## config.mk

```make
export PLATFORM = sky130hd
export DESIGN_NAME = sar_conv_ctrl
export DESIGN_NICKNAME = d
export VERILOG_FILES = /design/src/rtl/sar_pkg.sv /design/src/rtl/sar_tick_gen.sv /design/src/rtl/sar_seq.sv /design/src/rtl/sar_rd_port.sv /design/src/rtl/sar_conv_ctrl.sv
export SDC_FILE = /design/constraint.sdc
export NUM_CORES = 1
export LEC_CHECK = 0
export CAP_MARGIN = 20
export CORE_MARGIN = 10
export CORE_UTILIZATION = 30
export DETAILED_ROUTE_END_ITERATION = 6
export DONT_BUFFER_PORTS = 1
export HOLD_SLACK_MARGIN = 0.02
export PLACE_DENSITY = 0.44
export SYNTH_ARGS = -nofsm -noshare
export SYNTH_HDL_FRONTEND = slang
export SYNTH_SLANG_ARGS = --single-unit
```

## constraint.sdc

```tcl
create_clock -name clk_i -period 5.4 [get_ports clk_i]
set_input_delay 1.08 -clock clk_i [delete_from_list [all_inputs] [get_ports clk_i]]
set_output_delay 1.08 -clock clk_i [all_outputs]
set_load 0.005 [all_outputs]
```

## src/rtl/sar_pkg.sv

```systemverilog
package sar_pkg;
  typedef enum logic [1:0] {
    ST_IDLE  = 2'd0,
    ST_ALIGN = 2'd1,
    ST_RUN   = 2'd2
  } sar_state_e;
endpackage

```

## src/rtl/sar_tick_gen.sv

```systemverilog
module sar_tick_gen #(
  parameter int CLK_DIV = 2
) (
  input  logic clk_i,
  input  logic rst_ni,
  output logic tick_o
);
  generate
    if (CLK_DIV <= 1) begin : g_every
      assign tick_o = 1'b1;
    end else begin : g_div
      localparam int CW = $clog2(CLK_DIV);
      localparam logic [CW-1:0] LAST = CW'(CLK_DIV - 1);
      logic [CW-1:0] cnt_q;
      always_ff @(posedge clk_i or negedge rst_ni) begin
        if (!rst_ni)            cnt_q <= '0;
        else if (cnt_q == LAST) cnt_q <= '0;
        else                    cnt_q <= cnt_q + CW'(1);
      end
      assign tick_o = (cnt_q == LAST);
    end
  endgenerate
endmodule

```

## src/rtl/sar_seq.sv

```systemverilog
module sar_seq
  import sar_pkg::*;
#(
  parameter int WIDTH = 12
) (
  input  logic             clk_i,
  input  logic             rst_ni,
  input  logic             start_i,
  input  logic             tick_i,
  input  logic             cmp_i,
  output logic [WIDTH-1:0] trial_o,
  output logic             busy_o,
  output logic             load_o,
  output logic [WIDTH-1:0] word_o
);
  localparam int IW = $clog2(WIDTH);
  localparam logic [IW-1:0] IDX_TOP = IW'(WIDTH - 1);
  localparam logic [IW-1:0] IDX_ONE = IW'(1);

  sar_state_e       state_q;
  logic [IW-1:0]    idx_q;
  logic [WIDTH-1:0] trial_q;
  logic             busy_q;

  always_ff @(posedge clk_i or negedge rst_ni) begin
    if (!rst_ni) begin
      state_q <= ST_IDLE;
      idx_q   <= '0;
      trial_q <= '0;
      busy_q  <= 1'b0;
    end else begin
      unique case (state_q)
        ST_IDLE: if (start_i) begin
          state_q <= ST_ALIGN;
          trial_q <= '0;
          busy_q  <= 1'b1;
        end
        ST_ALIGN: if (tick_i) begin
          state_q          <= ST_RUN;
          idx_q            <= IDX_TOP;
          trial_q[WIDTH-1] <= 1'b1;
        end
        ST_RUN: if (tick_i) begin
          trial_q[idx_q] <= cmp_i;
          if (idx_q == '0) begin
            state_q <= ST_IDLE;
            busy_q  <= 1'b0;
          end else begin
            trial_q[idx_q - IDX_ONE] <= 1'b1;
            idx_q                    <= idx_q - IDX_ONE;
          end
        end
        default: state_q <= ST_IDLE;
      endcase
    end
  end

  // last decision: bit 0 is taken straight from the comparator
  assign load_o  = (state_q == ST_RUN) && tick_i && (idx_q == '0);
  assign word_o  = {trial_q[WIDTH-1:1], cmp_i};
  assign trial_o = trial_q;
  assign busy_o  = busy_q;
endmodule

```

## src/rtl/sar_rd_port.sv

```systemverilog
module sar_rd_port #(
  parameter int WIDTH  = 12,
  parameter int BUS_W  = 8,
  parameter int RD_GAP = 3
) (
  input  logic             clk_i,
  input  logic             rst_ni,
  input  logic             sel_i,
  input  logic             rd_i,
  input  logic             hi_byte_i,
  input  logic             busy_i,
  input  logic             load_i,
  input  logic [WIDTH-1:0] word_i,
  output logic             start_o,
  output logic [BUS_W-1:0] data_o,
  output logic             data_en_o,
  output logic [WIDTH-1:0] result_o
);
  localparam int HI_W  = WIDTH - BUS_W;
  localparam int PAD_W = BUS_W - HI_W;
  localparam int GW    = (RD_GAP > 0) ? $clog2(RD_GAP + 1) : 1;
  localparam logic [GW-1:0] GAP_MAX = GW'(RD_GAP);

  logic             acc, acc_q;
  logic [GW-1:0]    gap_q;
  logic [WIDTH-1:0] lat_q;

  assign acc = sel_i & rd_i;

  always_ff @(posedge clk_i or negedge rst_ni) begin
    if (!rst_ni) begin
      acc_q <= 1'b0;
      gap_q <= GAP_MAX;
    end else begin
      acc_q <= acc;
      if (acc)                  gap_q <= '0;
      else if (gap_q < GAP_MAX) gap_q <= gap_q + GW'(1);
    end
  end

  always_ff @(posedge clk_i or negedge rst_ni) begin
    if (!rst_ni)     lat_q <= '0;
    else if (load_i) lat_q <= word_i;
  end

  assign start_o   = acc & ~acc_q & ~hi_byte_i & ~busy_i & (gap_q >= GAP_MAX);
  assign data_en_o = acc;
  assign data_o    = hi_byte_i ? {{PAD_W{1'b0}}, lat_q[WIDTH-1:BUS_W]} : lat_q[BUS_W-1:0];
  assign result_o  = lat_q;
endmodule

```

## src/rtl/sar_conv_ctrl.sv

```systemverilog
module sar_conv_ctrl #(
  parameter int WIDTH   = 12,
  parameter int BUS_W   = 8,
  parameter int CLK_DIV = 2,
  parameter int RD_GAP  = 3
) (
  input  logic             clk_i,
  input  logic             rst_ni,
  input  logic             sel_i,
  input  logic             rd_i,
  input  logic             hi_byte_i,
  input  logic             cmp_i,
  output logic [WIDTH-1:0] trial_o,
  output logic             busy_o,
  output logic [BUS_W-1:0] data_o,
  output logic             data_en_o
);
  logic             tick, start, load;
  logic [WIDTH-1:0] word, result_w;

  sar_tick_gen #(.CLK_DIV(CLK_DIV)) u_tick (
    .clk_i (clk_i),
    .rst_ni(rst_ni),
    .tick_o(tick)
  );

  sar_seq #(.WIDTH(WIDTH)) u_seq (
    .clk_i  (clk_i),
    .rst_ni (rst_ni),
    .start_i(start),
    .tick_i (tick),
    .cmp_i  (cmp_i),
    .trial_o(trial_o),
    .busy_o (busy_o),
    .load_o (load),
    .word_o (word)
  );

  sar_rd_port #(.WIDTH(WIDTH), .BUS_W(BUS_W), .RD_GAP(RD_GAP)) u_port (
    .clk_i    (clk_i),
    .rst_ni   (rst_ni),
    .sel_i    (sel_i),
    .rd_i     (rd_i),
    .hi_byte_i(hi_byte_i),
    .busy_i   (busy_o),
    .load_i   (load),
    .word_i   (word),
    .start_o  (start),
    .data_o   (data_o),
    .data_en_o(data_en_o),
    .result_o (result_w)
  );
endmodule

```

# Yosys cells after proc, flatten, opt, wreduce, memory -nomap -nowiden

Cells that the tools add are included.

Add/sub/neg operators: 3
Eq/ne operators: 7
Order comparisons: 6
Reductions and logical operators: 15
Bitwise gates (word level): 9
Mux-type cells: 28

Operators by type and width:

| operator            | number |
|---|---|
| $mux 12             | 3 |
| $pmux 11 s2         | 1 |
| $reduce_and 4->1    | 4 |
| $bwmux 12           | 1 |
| $mux 2              | 6 |
| $mux 4              | 3 |
| $or 12x12->12       | 1 |
| $lt 4x5->1 const B  | 2 |
| $demux 1 s4         | 2 |
| $ge 4x1->1 const B  | 2 |
| $mux 8              | 1 |
| $ne 2x2->1 const B  | 4 |
| $pmux 4 s2          | 1 |
| $mux 1              | 7 |
| $pmux 2 s3          | 1 |
| $reduce_bool 2->1   | 3 |
| $and 1x1->1         | 5 |
| $logic_and 1x1->1   | 4 |
| $logic_not 4->1     | 1 |
| $sub 4x1->4 const B | 1 |
| $not 1->1           | 3 |
| $pmux 1 s3          | 1 |
| $reduce_and 3->1    | 1 |
| $reduce_bool 3->1   | 1 |
| 9 further kinds     | 9 |

Word-level logic and storage cells: 77
Input bits: 6
Output and inout port bits: 22
Bits in registers: 35

# Longest topological paths before layout

Word-level depth: 9
Gate-level depth with buffers: 9
Depth with buffers taken out: 6

# Modules after synthesis

From an unflattened synthesis, not the netlist that was laid out.

Cell total of the unflattened synthesis: 222
Area, all modules: 2278.4 µm²

Modules (own cells, without submodules):

| module       | times used | seq. area each (µm²) | cells each | area each (µm²) |
|---|---|---|---|---|
| sar_seq      | 1          | 475.5                | 175        | 1554.0 |
| sar_rd_port  | 1          | 377.9                | 45         | 695.7 |
| sar_tick_gen | 1          | 25.0                 | 2          | 28.8 |

# Worst setup path before layout

OpenSTA, ideal clock, no wires.

Path kind: input-to-output
From: in hi_byte_i
To: out data_o[0]
Buffers on the path: 1
Path slack: 2.812 ns
Required time: 4.320 ns
Data arrival time: 1.508 ns
Cell stages on the path: 2
Cells stage by stage: buf_6 > mux2_2

Longest elaborated chain between the ends: 1

Ends and longest elaborated chain:

| what        | RTL line            | text |
|---|---|---|
| from (decl) | sar_conv_ctrl.sv:11 | `input logic hi_byte_i,` |
| $mux 8      | sar_rd_port.sv:48   | `assign data_o = hi_byte_i ? {{PAD_W{1'b0}}, lat_q[WIDTH-1:BUS_W]} : lat_q[BUS_W-1:0];` |
| to (decl)   | sar_conv_ctrl.sv:15 | `output logic [BUS_W-1:0] data_o,` |

No other way between the ends.

# Final worst setup path

From: in hi_byte_i
To: out data_o[3]

Same word-level chain as after synthesis.

==> results.py <==
metrics = {
    "critical_path": {
        "setup.worst_path.start": "hi_byte_i",
        "crit_slowest_cell": "mux2_2",
        "critPathMaxFanout": 9,
        "reg2reg_to": "u_seq.trial_o[10]",
        "max_stage_delay_ns": 0.32,
        "endpoint": "data_o[3]",
        "regToRegSetupSlack_ns": 2.95,
        "critPathBufInv": 0,
        "cp-end-kind": "output port",
        "arrival_ns": 1.40,
        "path_cells": "mux2_2",
        "crit_family": "multiplexers",
        "crit_type": "primary input to output port",
        "r2r-start": "u_seq.state_q[0]",
        "worst-path-stages": 1,
        "required_ns": 4.32,
        "cp-start-kind": "primary input",
        "r2r_cells": 6,
    },
    "yosys": {
        "synth_ff_type": "dfrtp_1",
        "async_flop_share": 1.00,
        "synth_edf_count": 0,
        "ys_ff_latch": 35,
        "avgSynthCellArea_um2": 9.90,
        "syn_nets": 231,
        "ys_seq_area_frac": 0.412,
        "netlist_area_um2": 2130,
        "yosysWarnings": 0,
        "synth_cell_type_count": 47,
        "netlist_instances": 215,
    },
    "floorplanning": {
        "num_rows": 30,
        "core_area_um2": 6830,
        "die_w_um": 104,
        "start_util": 0.312,
        "die_h_um": 104,
        "io_pins": 28,
        "dieArea_um2": 10900,
    },
    "timing": {
        "timing.hold.ws_ns": 0.480,
        "skew_ns": 0.00282,
        "fmax_mhz": 403,
        "rsz0062_at_grt": "no",
        "setup_viol": 0,
        "setup_slack_ns": 2.92,
        "maxSlewHeadroom": 0.513,
        "finalHoldViolCount": 0,
        "maxSlewViolCount": 0,
        "timing.final.crit_share": 0.460,
        "tightest_slew_ns": 0.728,
        "period_minus_slack_ns": 2.48,
        "setup_tns_ns": 0,
    },
    "placement": {
        "dp.cells": 299,
        "dp_slack_ns": 2.90,
        "gp_congestion": 0.827,
        "portBuffers": 0,
        "place_area_um2": 2190,
        "dp_hpwl_um": 3910,
    },
    "clock_network": {
        "clock-sinks": 35,
        "cts_resized": 0,
        "root_buffer": "clkbuf_8",
        "cts_tree": "yes",
        "hold_buffers": 0,
        "cts-buffers-inserted": 5,
        "cts_setup_buffers": 0,
        "ctsLongestPathBuffers": 2,
        "clock_latency_ns": 0.29,
        "htree_levels": 2,
        "clk_pin_slew_worst_paths_ns": 0.07,
    },
    "finish": {
        "drive_above_1_share": 0.161,
        "final_cells": 307,
        "syn_to_final_growth_pct": 6.82,
        "fillers": 736,
        "nets": 226,
        "fin_area_um2": 2270,
        "diodes": 0,
    },
    "detailed_routing": {
        "first_pass_iters": 4,
        "via_count": 1605,
        "drcViolationCount": 0,
        "first_iter_violations": 99,
        "viasPerCell": 5.23,
        "avgRoutedWirePerCell_um": 17.7,
        "drt_wl_total_um": 5430,
        "ant_nets": 0,
    },
    "grt": {
        "grt_pass1_wl_um": 9020,
        "antenna_found_initial": 0,
        "track_usage": 0.102,
        "grt_max_degree": 36,
        "grt_pass1_vias": 1616,
        "grt_overflow": 0,
    },
    "power": {
        "peakVddDrop_v": 0.000175,
        "power_density_nw_per_um2": 497,
        "p_leak_nw": 0.974,
    },
    "outcome": {
        "status": "complete, no violations",
    },
    "job": {
        "cap_violations": 0,
    },
    "worst_hold_path": {
        "hold_class": "primary input to async pin",
    },
}
==> layer usage <==
layer / global-route usage / vias up / part of all wire
met5: 0 / - / 0
met4: 0.0358 / 0 / 0.017
met3: 0.0341 / 11 / 0.068
met2: 0.146 / 44 / 0.43
met1: 0.138 / 780 / 0.48
li1: - / 770 / -
==> worst min-delay path by stage <==
stage / endpoint / start / slack (ns)
CTS: u_port.result_o[0] / rst_ni / 0.48
global route: u_port.result_o[0] / rst_ni / 0.46
floorplan: u_port.result_o[10] / u_port.result_o[10] / 0.44
finish: u_seq.trial_o[0] / rst_ni / 0.48
global placement: u_port.result_o[10] / u_port.result_o[10] / 0.46
detailed placement: u_port.result_o[10] / u_port.result_o[10] / 0.47
==> kinds of logic (layout without fill, tap and decap cells) <==
kind of cell,Yosys count,after routing,synth area share
AO/OA/AOI/OAI,66,66,0.214
AND/OR/NAND/NOR,56,56,0.157
flip-flops,35,35,0.412
buffers and inverters,28,24,0.0546
multiplexers,19,19,0.0987
adder cells (fa/ha/maj),10,10,0.0588
XOR/XNOR,1,1,0.00411
==> cells in the mapped netlist, types with 2 or more instances <==
cell,count,area share
o21ai_0,18,0.042
nor3_1,4,0.0094
inv_1,16,0.028
nor3b_1,2,0.0070
or2_2,2,0.0059
a32oi_1,4,0.016
clkbuf_1,8,0.014
nor4_1,3,0.0088
nand2_1,8,0.014
a21boi_0,2,0.0070
nor2b_1,5,0.015
mux2_2,15,0.079
a22o_1,2,0.0082
ha_1,10,0.059
mux2i_1,3,0.014
nand3_1,4,0.0094
o31ai_1,3,0.011
dfstp_2,2,0.025
o2bb2ai_1,9,0.037
a31oi_1,4,0.012
dfrtp_1,33,0.39
buf_2,3,0.0070
nand3b_1,2,0.0070
a21oi_1,14,0.033
and2b_2,4,0.016
nor2_1,14,0.025
==> registers in the layout (all words and copies together) (netlist names) <==
name / count
u_port.acc_q: 1
u_seq.trial_o: 12
u_seq.busy_o: 1
u_tick.tick_o: 1
u_seq.idx_q: 4
u_port.gap_q: 2
u_port.result_o: 12
u_seq.state_q: 2
==> power by group <==
group,internal [mW],switching [mW]
clock network,0.0905,0.0942
registers,0.342,0.116
logic,0.213,0.276
total,0.645,0.486
==> stage by stage <==
step	util	total power, mW
3_3_place_gp	0.321	0.956
3_5_place_dp	0.321	0.955
5_1_grt	0.333	1.24
6_report	0.333	1.13
4_1_cts	0.333	1.14
2_1_floorplan	-	0.831
==> layout make-up <==
class	instances	area (µm²)	share of cell area
Clock buffer	7	76.3	0.0336
Clock inverter	1	5.00	0.00220
Inverter	16	60.1	0.0264
Multi-Input combinational cell	152	1130	0.499
Sequential cell	35	878	0.386
Tap cell	96	120	0.0528
==> cells in the final DEF (no fill, tap or decap), drive strengths merged, types with 3 or more instances in the layout <==
cell type / netlist / routed
a31oi: 4 / 4
o21ai: 20 / 20
and2b: 4 / 4
o2bb2ai: 9 / 9
nand3: 4 / 4
dfrtp: 33 / 33
o31ai: 3 / 3
nand2: 8 / 8
a32oi: 4 / 4
nor2: 14 / 14
a21oi: 14 / 14
mux2i: 3 / 3
clkbuf: 8 / 7
ha: 10 / 10
inv: 16 / 16
nor3: 4 / 4
nor4: 3 / 3
mux2: 16 / 16
nor2b: 5 / 5
Note: power is estimated with default switching activity, not from simulation.
